**src/rtl/sc_tx_pkg.sv**
```systemverilog
package sc_tx_pkg;
  localparam int unsigned DATA_W = 8;
  localparam int unsigned IDX_W = 5;
  localparam int unsigned END_HALF_NORM = 25;
  localparam int unsigned END_HALF_BLK = 23;
  localparam int unsigned END_HALF_GSM = 22;

  typedef struct packed {
    logic [1:0] cks;
    logic [1:0] etu;
    logic       odd;
    logic       blk;
    logic       gsm;
  } tx_cfg_t;

  function automatic logic [IDX_W-1:0] end_halves(input logic blk, input logic gsm);
    if (gsm) return IDX_W'(END_HALF_GSM);
    if (blk) return IDX_W'(END_HALF_BLK);
    return IDX_W'(END_HALF_NORM);
  endfunction
endpackage

```
**src/rtl/sc_tx_prescale.sv**
```systemverilog
module sc_tx_prescale #(
  parameter int unsigned SEL_W = 2,
  parameter int unsigned STEP  = 2
) (
  input  logic             clk_i,
  input  logic             rst_ni,
  input  logic [SEL_W-1:0] sel_i,
  input  logic             clr_i,
  input  logic             run_i,
  output logic             tick_o
);
  localparam int unsigned MAX_SH = STEP * ((1 << SEL_W) - 1);
  localparam int unsigned CNT_W  = (MAX_SH > 0) ? MAX_SH : 1;

  logic [CNT_W-1:0] cnt_q;
  logic [CNT_W-1:0] lim;

  always_comb lim = CNT_W'((64'd1 << (STEP * 32'(sel_i))) - 64'd1);
  assign tick_o = run_i && (cnt_q >= lim);

  always_ff @(posedge clk_i or negedge rst_ni) begin
    if (!rst_ni)      cnt_q <= '0;
    else if (clr_i)   cnt_q <= '0;
    else if (run_i)   cnt_q <= tick_o ? '0 : cnt_q + 1'b1;
  end


  div1_chk: assert property (@(posedge clk_i) disable iff (!rst_ni)
    (run_i && !clr_i && sel_i == '0) |-> tick_o);
endmodule

```
**src/rtl/sc_tx_etu_timer.sv**
```systemverilog
module sc_tx_etu_timer #(
  parameter int unsigned ETU_B0 = 32,
  parameter int unsigned ETU_B1 = 64,
  parameter int unsigned ETU_B2 = 372,
  parameter int unsigned ETU_B3 = 256,
  parameter int unsigned IDX_W  = 5
) (
  input  logic             clk_i,
  input  logic             rst_ni,
  input  logic [1:0]       etu_sel_i,
  input  logic             clr_i,
  input  logic             run_i,
  input  logic             tick_i,
  output logic             half_tick_o,
  output logic [IDX_W-1:0] half_idx_o
);
  localparam int unsigned M01 = (ETU_B0 > ETU_B1) ? ETU_B0 : ETU_B1;
  localparam int unsigned M23 = (ETU_B2 > ETU_B3) ? ETU_B2 : ETU_B3;
  localparam int unsigned MAX_B = (M01 > M23) ? M01 : M23;
  localparam int unsigned HALF_W = (MAX_B > 3) ? $clog2(MAX_B / 2) : 1;

  logic [HALF_W-1:0] hcnt_q;
  logic [HALF_W-1:0] hlim;
  logic [IDX_W-1:0]  idx_q;

  // half etu = base/2 prescaled ticks; bases must be even
  always_comb begin
    unique case (etu_sel_i)
      2'd0:    hlim = HALF_W'(ETU_B0 / 2 - 1);
      2'd1:    hlim = HALF_W'(ETU_B1 / 2 - 1);
      2'd2:    hlim = HALF_W'(ETU_B2 / 2 - 1);
      default: hlim = HALF_W'(ETU_B3 / 2 - 1);
    endcase
  end

  assign half_tick_o = run_i && tick_i && (hcnt_q >= hlim);
  assign half_idx_o  = idx_q;

  always_ff @(posedge clk_i or negedge rst_ni) begin
    if (!rst_ni) begin
      hcnt_q <= '0;
      idx_q  <= '0;
    end else if (clr_i) begin
      hcnt_q <= '0;
      idx_q  <= '0;
    end else if (run_i && tick_i) begin
      if (hcnt_q >= hlim) begin
        hcnt_q <= '0;
        idx_q  <= idx_q + 1'b1;
      end else begin
        hcnt_q <= hcnt_q + 1'b1;
      end
    end
  end


  half_cnt_range_chk: assert property (@(posedge clk_i) disable iff (!rst_ni)
    (run_i && !clr_i) |-> (hcnt_q <= hlim));
endmodule

```
**src/rtl/sc_tx_shifter.sv**
```systemverilog
module sc_tx_shifter #(
  parameter int unsigned DATA_W = 8
) (
  input  logic              clk_i,
  input  logic              rst_ni,
  input  logic              load_i,
  input  logic [DATA_W-1:0] data_i,
  input  logic              odd_i,
  input  logic              step_i,
  output logic              io_o
);
  logic [DATA_W:0] sh_q;
  logic            io_q;

  always_ff @(posedge clk_i or negedge rst_ni) begin
    if (!rst_ni) begin
      sh_q <= '1;
      io_q <= 1'b1;
    end else if (load_i) begin
      sh_q <= {(^data_i) ^ odd_i, data_i};
      io_q <= 1'b0;
    end else if (step_i) begin
      io_q <= sh_q[0];
      sh_q <= {1'b1, sh_q[DATA_W:1]};
    end
  end

  assign io_o = io_q;


  load_low_chk: assert property (@(posedge clk_i) disable iff (!rst_ni)
    load_i |=> !io_o);
endmodule

```
**src/rtl/sc_card_clk.sv**
```systemverilog
module sc_card_clk #(
  parameter int unsigned SEL_W = 2,
  parameter int unsigned STEP  = 2
) (
  input  logic             clk_i,
  input  logic             rst_ni,
  input  logic [SEL_W-1:0] cks_sel_i,
  input  logic             gsm_i,
  input  logic             en_i,
  input  logic             force_i,
  input  logic             level_i,
  output logic             card_clk_o
);
  logic tick;
  logic tgl_q;
  logic out_q;

  sc_tx_prescale #(.SEL_W(SEL_W), .STEP(STEP)) u_pre (
    .clk_i  (clk_i),
    .rst_ni (rst_ni),
    .sel_i  (cks_sel_i),
    .clr_i  (1'b0),
    .run_i  (1'b1),
    .tick_o (tick)
  );

  always_ff @(posedge clk_i or negedge rst_ni) begin
    if (!rst_ni) begin
      tgl_q <= 1'b0;
      out_q <= 1'b0;
    end else begin
      if (tick) tgl_q <= ~tgl_q;
      if (gsm_i && force_i) out_q <= level_i;
      else                  out_q <= en_i & tgl_q;
    end
  end

  assign card_clk_o = out_q;


  force_lvl_chk: assert property (@(posedge clk_i) disable iff (!rst_ni)
    (gsm_i && force_i) |=> (card_clk_o == $past(level_i)));

  off_low_chk: assert property (@(posedge clk_i) disable iff (!rst_ni)
    (!gsm_i && !en_i) |=> !card_clk_o);
endmodule

```
**src/rtl/sc_char_tx.sv**
```systemverilog
module sc_char_tx
  import sc_tx_pkg::*;
#(
  parameter int unsigned ETU_B0 = 32,
  parameter int unsigned ETU_B1 = 64,
  parameter int unsigned ETU_B2 = 372,
  parameter int unsigned ETU_B3 = 256,
  parameter int unsigned PRE_STEP = 2
) (
  input  logic              clk_i,
  input  logic              rst_ni,
  input  logic [1:0]        cks_sel_i,
  input  logic [1:0]        etu_sel_i,
  input  logic              par_odd_i,
  input  logic              par_en_i,
  input  logic              blk_mode_i,
  input  logic              gsm_mode_i,
  input  logic              cclk_en_i,
  input  logic              cclk_force_i,
  input  logic              cclk_level_i,
  input  logic [DATA_W-1:0] data_i,
  input  logic              start_i,
  output logic              io_o,
  output logic              tx_end_o,
  output logic              cfg_err_o,
  output logic              card_clk_o
);
  tx_cfg_t          cfg_q;
  logic             busy_q;
  logic             tx_end_q;
  logic             cfg_err_q;
  logic             accept;
  logic             tick;
  logic             half_tick;
  logic [IDX_W-1:0] half_idx;
  logic [IDX_W-1:0] next_idx;
  logic             bit_step;
  logic             done;

  assign accept   = start_i && tx_end_q;
  assign next_idx = half_idx + 1'b1;
  assign bit_step = half_tick && !next_idx[0];
  assign done     = half_tick && (next_idx == end_halves(cfg_q.blk, cfg_q.gsm));

  always_ff @(posedge clk_i or negedge rst_ni) begin
    if (!rst_ni) begin
      cfg_q     <= '0;
      busy_q    <= 1'b0;
      tx_end_q  <= 1'b1;
      cfg_err_q <= 1'b0;
    end else if (accept) begin
      cfg_q     <= '{cks: cks_sel_i, etu: etu_sel_i, odd: par_odd_i,
                    blk: blk_mode_i, gsm: gsm_mode_i};
      busy_q    <= 1'b1;
      tx_end_q  <= 1'b0;
      cfg_err_q <= ~par_en_i;
    end else if (done) begin
      busy_q   <= 1'b0;
      tx_end_q <= 1'b1;
    end
  end

  sc_tx_prescale #(.SEL_W(2), .STEP(PRE_STEP)) u_pre (
    .clk_i  (clk_i),
    .rst_ni (rst_ni),
    .sel_i  (cfg_q.cks),
    .clr_i  (accept),
    .run_i  (busy_q),
    .tick_o (tick)
  );

  sc_tx_etu_timer #(
    .ETU_B0(ETU_B0), .ETU_B1(ETU_B1), .ETU_B2(ETU_B2), .ETU_B3(ETU_B3), .IDX_W(IDX_W)
  ) u_tmr (
    .clk_i       (clk_i),
    .rst_ni      (rst_ni),
    .etu_sel_i   (cfg_q.etu),
    .clr_i       (accept),
    .run_i       (busy_q),
    .tick_i      (tick),
    .half_tick_o (half_tick),
    .half_idx_o  (half_idx)
  );

  sc_tx_shifter #(.DATA_W(DATA_W)) u_shf (
    .clk_i  (clk_i),
    .rst_ni (rst_ni),
    .load_i (accept),
    .data_i (data_i),
    .odd_i  (par_odd_i),
    .step_i (bit_step),
    .io_o   (io_o)
  );

  sc_card_clk #(.SEL_W(2), .STEP(PRE_STEP)) u_cclk (
    .clk_i      (clk_i),
    .rst_ni     (rst_ni),
    .cks_sel_i  (cks_sel_i),
    .gsm_i      (gsm_mode_i),
    .en_i       (cclk_en_i),
    .force_i    (cclk_force_i),
    .level_i    (cclk_level_i),
    .card_clk_o (card_clk_o)
  );

  assign tx_end_o  = tx_end_q;
  assign cfg_err_o = cfg_err_q;


  accept_chk: assert property (@(posedge clk_i) disable iff (!rst_ni)
    (tx_end_o && start_i) |=> (!tx_end_o && !io_o));

  start_ignored_chk: assert property (@(posedge clk_i) disable iff (!rst_ni)
    (!tx_end_o && start_i) |=> $stable(cfg_q));

  idle_high_chk: assert property (@(posedge clk_i) disable iff (!rst_ni)
    tx_end_o |-> io_o);

  cfg_err_chk: assert property (@(posedge clk_i) disable iff (!rst_ni)
    (tx_end_o && start_i) |=> (cfg_err_o == !$past(par_en_i)));

  end_bound_chk: assert property (@(posedge clk_i) disable iff (!rst_ni)
    !tx_end_o |-> (half_idx < IDX_W'(END_HALF_NORM)));
endmodule

```
**config.mk**
```make
export PLATFORM = sky130hd
export DESIGN_NAME = sc_char_tx
export DESIGN_NICKNAME = d
export VERILOG_FILES = /design/src/rtl/sc_tx_pkg.sv /design/src/rtl/sc_tx_prescale.sv /design/src/rtl/sc_tx_etu_timer.sv /design/src/rtl/sc_tx_shifter.sv /design/src/rtl/sc_card_clk.sv /design/src/rtl/sc_char_tx.sv
export SDC_FILE = /design/constraint.sdc
export NUM_CORES = 1
export LEC_CHECK = 0
export BUFFER_PORTS_ARGS = -buffer_cell sky130_fd_sc_hd__buf_2
export CELL_PAD_IN_SITES_DETAIL_PLACEMENT = 0
export CELL_PAD_IN_SITES_GLOBAL_PLACEMENT = 1
export CORE_ASPECT_RATIO = 1.4
export CORE_MARGIN = 2
export CORE_UTILIZATION = 51
export CTS_BUF_LIST = sky130_fd_sc_hd__clkbuf_8
export DETAILED_ROUTE_END_ITERATION = 8
export PLACE_DENSITY = 0.92
export SYNTH_ARGS = -nofsm -noshare
export SYNTH_HDL_FRONTEND = slang
export SYNTH_SLANG_ARGS = --single-unit
```
**constraint.sdc**
```tcl
create_clock -name clk_i -period 6.19 [get_ports clk_i]
set_clock_uncertainty 0.15 [all_clocks]
set_input_delay 0.3095 -clock clk_i [delete_from_list [all_inputs] [get_ports clk_i]]
set_output_delay 0.3095 -clock clk_i [all_outputs]
set_load 0.02 [all_outputs]
```
==> results.sh <==
export IMPL_status="finished, final reports clean"
export IMPL_grt_pass1_wl_um=9890
export IMPL_antenna_left=0
export IMPL_insertion_delay_ns=0.30
export IMPL_fin_crit_ns=2.54
export IMPL_hold_viol=0
export IMPL_antenna_found_initial=0
export IMPL_io_pins=26
export IMPL_peakVddDrop_uv=156
export IMPL_dpl_cell_area_um2=2910
export IMPL_initial_utilization=0.529
export IMPL_wirelength_um=5740
export IMPL_synth_warning_count=0
export IMPL_dieArea_um2=6000
export IMPL_fin_hold_ws_ns=0.0243
export IMPL_pre_cts_ws_ns=3.65
export IMPL_drt_pass1_iterations=4
export IMPL_worst_path_max_fanout=18
export IMPL_grt_pass1_vias=2176
export IMPL_fin_util=0.578
export IMPL_via_per_inst=5.80
export IMPL_layout_setup_ws_ns=3.65
export IMPL_hold_buffers=0
export IMPL_clk_path_buf_depth=2
export IMPL_synth_ff_type="dfrtp_1"
export IMPL_syn_avg_cell_area_um2=9.22
export IMPL_place_gp_congestion=0.790
export IMPL_htree_num_levels=2
export IMPL_yosysSeqAreaShare=0.424
export IMPL_layout_nets=362
export IMPL_seq_power_share=0.535
export IMPL_synth_top_cells_by_area="dfrtp_1, dfstp_2, ha_1, nand2_1, nor2_1"
export IMPL_postLayoutCellArea_um2=3000
export IMPL_fillCellCount=494
export IMPL_power_density_nw_per_um2=212
export IMPL_p_sw_mw=0.177
export IMPL_rows=31
export IMPL_drt_iter0_markers=68
export IMPL_tightest_slew_ns=1.05
export IMPL_p_leak_nw=1.38
export IMPL_start_kind="register"
export IMPL_drt_wirelength_per_cell_um=14.8
export IMPL_cp_end_kind="register"
export IMPL_required_ns=6.27
export IMPL_async_flop_share=1.00
export IMPL_core_um2=5200
export IMPL_yosysUniqueCellTypes=45
export IMPL_worstSetupPathType="reg2reg"
export IMPL_cts_tree="yes"
export IMPL_max_freq_mhz=393
export IMPL_final_max_slew_violation_count=0
export IMPL_clk_pin_slew_ns=0.08
export IMPL_netlist_top_cells_count="nand2_1, dfrtp_1, nor2_1"
export IMPL_clockRootBuffer="clkbuf_8"
export IMPL_ctsResizeCount=0
export IMPL_ys_ff_latch=46
export IMPL_synth_largest_area_cell="dfrtp_1"
export IMPL_synth_top_area_frac=0.319
export IMPL_syn_area_um2=2750
export IMPL_grt_max_degree=47
export IMPL_hpwl_um=4150
export IMPL_setup_viol=0
export IMPL_timing_setup_tns_ns=0
export IMPL_clkPwrFrac=0.297
export IMPL_timing_slew_headroom=0.300
export IMPL_layoutNonFillerInstCount=387
export IMPL_grtUsageTotal=0.209
export IMPL_fin_crit_sh=0.411
export IMPL_hp_class="in2async"
export IMPL_netlist_instances=298
export IMPL_drc=0
export IMPL_numCtsBuffers=5
export IMPL_cap_violations=0
export IMPL_synth_edf_count=0
export IMPL_io_buffers=25
export IMPL_rsz0062_at_grt="false"
export IMPL_synth_most_common_cell="nand2_1"
export IMPL_area_delta_synth_final_pct=9.24
export IMPL_arrival_ns=2.62
export IMPL_p_int_mw=0.460
export IMPL_p_comb_frac=0.168
export IMPL_dp_cells=379
export IMPL_postCtsSetupBuffers=0
export IMPL_grt_overflow_total=0
export IMPL_clock_sinks=46
export IMPL_drive_gt1_frac=0.174
export IMPL_swShare=0.278
export IMPL_dr_total_vias=2245
export IMPL_fp_dieW_um=66.1
export IMPL_power_total_mw=0.637
export IMPL_diodes=0
export IMPL_die_y_um=90.9
export IMPL_synth_nets=340
metal layers:
layer | share of wire | global-route usage | vias up
li1 | - | - | 1101
met1 | 0.43 | 0.265 | 1117
met2 | 0.54 | 0.367 | 22
met3 | 0.020 | 0.0337 | 5
met4 | 0.010 | 0.0459 | 0
met5 | 0 | 0 | -
layout by cell type (no fill, tap or decap), types with 3 or more instances in the layout:
cell type   n
nand2_1    39
dfrtp_1    35
nor2_1     31
buf_2      25
ha_1       20
nand3_1    13
xnor2_1    13
inv_1      12
o21ai_0    11
nand4_1    11
dfstp_2    11
a21oi_1    10
a31oi_1    10
o31ai_1     9
xor2_1      8
and3_1      7
nor4_1      6
clkbuf_8    6
nand2b_1    5
mux2i_1     5
or2_2       3
o211ai_1    3
cell families after synthesis:
| kind of cell | share of synthesized area |
|---|---|
| xor+xnor | 0.0669 |
| fa+ha+maj | 0.0910 |
| compound gates | 0.136 |
| simple gates | 0.227 |
| mux | 0.0182 |
| buf+inv | 0.0369 |
| flops | 0.424 |
power groups by stage:
| stage | Clock, mW | Combinational [mW] | Sequential (mW) |
|---|---|---|---|
| 6_report | 0.189 | 0.107 | 0.341 |
| 5_1_grt | 0.206 | 0.125 | 0.343 |
| 4_1_cts | 0.193 | 0.110 | 0.341 |
| 3_5_place_dp | 0 | 0.110 | 0.347 |
| 3_3_place_gp | 0 | 0.104 | 0.347 |
| 2_1_floorplan | 0 | 0.0762 | 0.345 |
state kept, by name, summed over array words and instances, names as in the netlist:
signal / flops
u_cclk.u_pre.cnt_q: 6
u_shf.sh_q: 9
u_pre.cnt_q: 6
cfg_q: 6
tx_end_o: 1
cfg_err_o: 1
busy_q: 1
u_cclk.tgl_q: 1
u_shf.io_o: 1
u_tmr.hcnt_q: 8
u_cclk.card_clk_o: 1
u_tmr.half_idx_o: 5
cell type report:
cell class,instances,area [um^2],area share
sequential,46,1160,0.388
timing repair buffer,27,140,0.0467
tap,66,82.6,0.0275
inverter,11,41.3,0.0138
clock buffer,6,82.6,0.0275
clock inverter,2,8.76,0.00292
multi-input combinational,229,1480,0.494
worst paths after layout:
path / start / to / slack, ns / depth (start not counted)
setup reg to reg: cfg_q[6]$_DFFE_PN0P_ / u_tmr.half_idx_o[1]$_DFFE_PN0P_ / 3.65 / 7
min in group clk_i: par_en_i / cfg_err_o$_DFFE_PN0P_ / 0.04 / 2
hold / removal: rst_ni / u_pre.cnt_q[5]$_DFFE_PN0P_ / 0.02 / 1
hold reg to reg: u_shf.io_o$_DFFE_PN1P_ / u_shf.io_o$_DFFE_PN1P_ / 0.33 / 2
setup / recovery: cfg_q[6]$_DFFE_PN0P_ / u_tmr.half_idx_o[1]$_DFFE_PN0P_ / 3.65 / 7
max in group asynchronous: rst_ni / u_tmr.hcnt_q[3]$_DFFE_PN0P_ / 5.20 / 1
critical path, stage by stage, from the launching register on:
cell	delay (ns)
dfrtp_1	0.39
or2_2	0.31
ha_1	0.28
nor3b_1	0.04
o21ai_1	0.25
nand2_2	0.30
nor3_4	0.51
mux2i_1	0.23
Note: power is estimated with default switching activity, not from simulation.
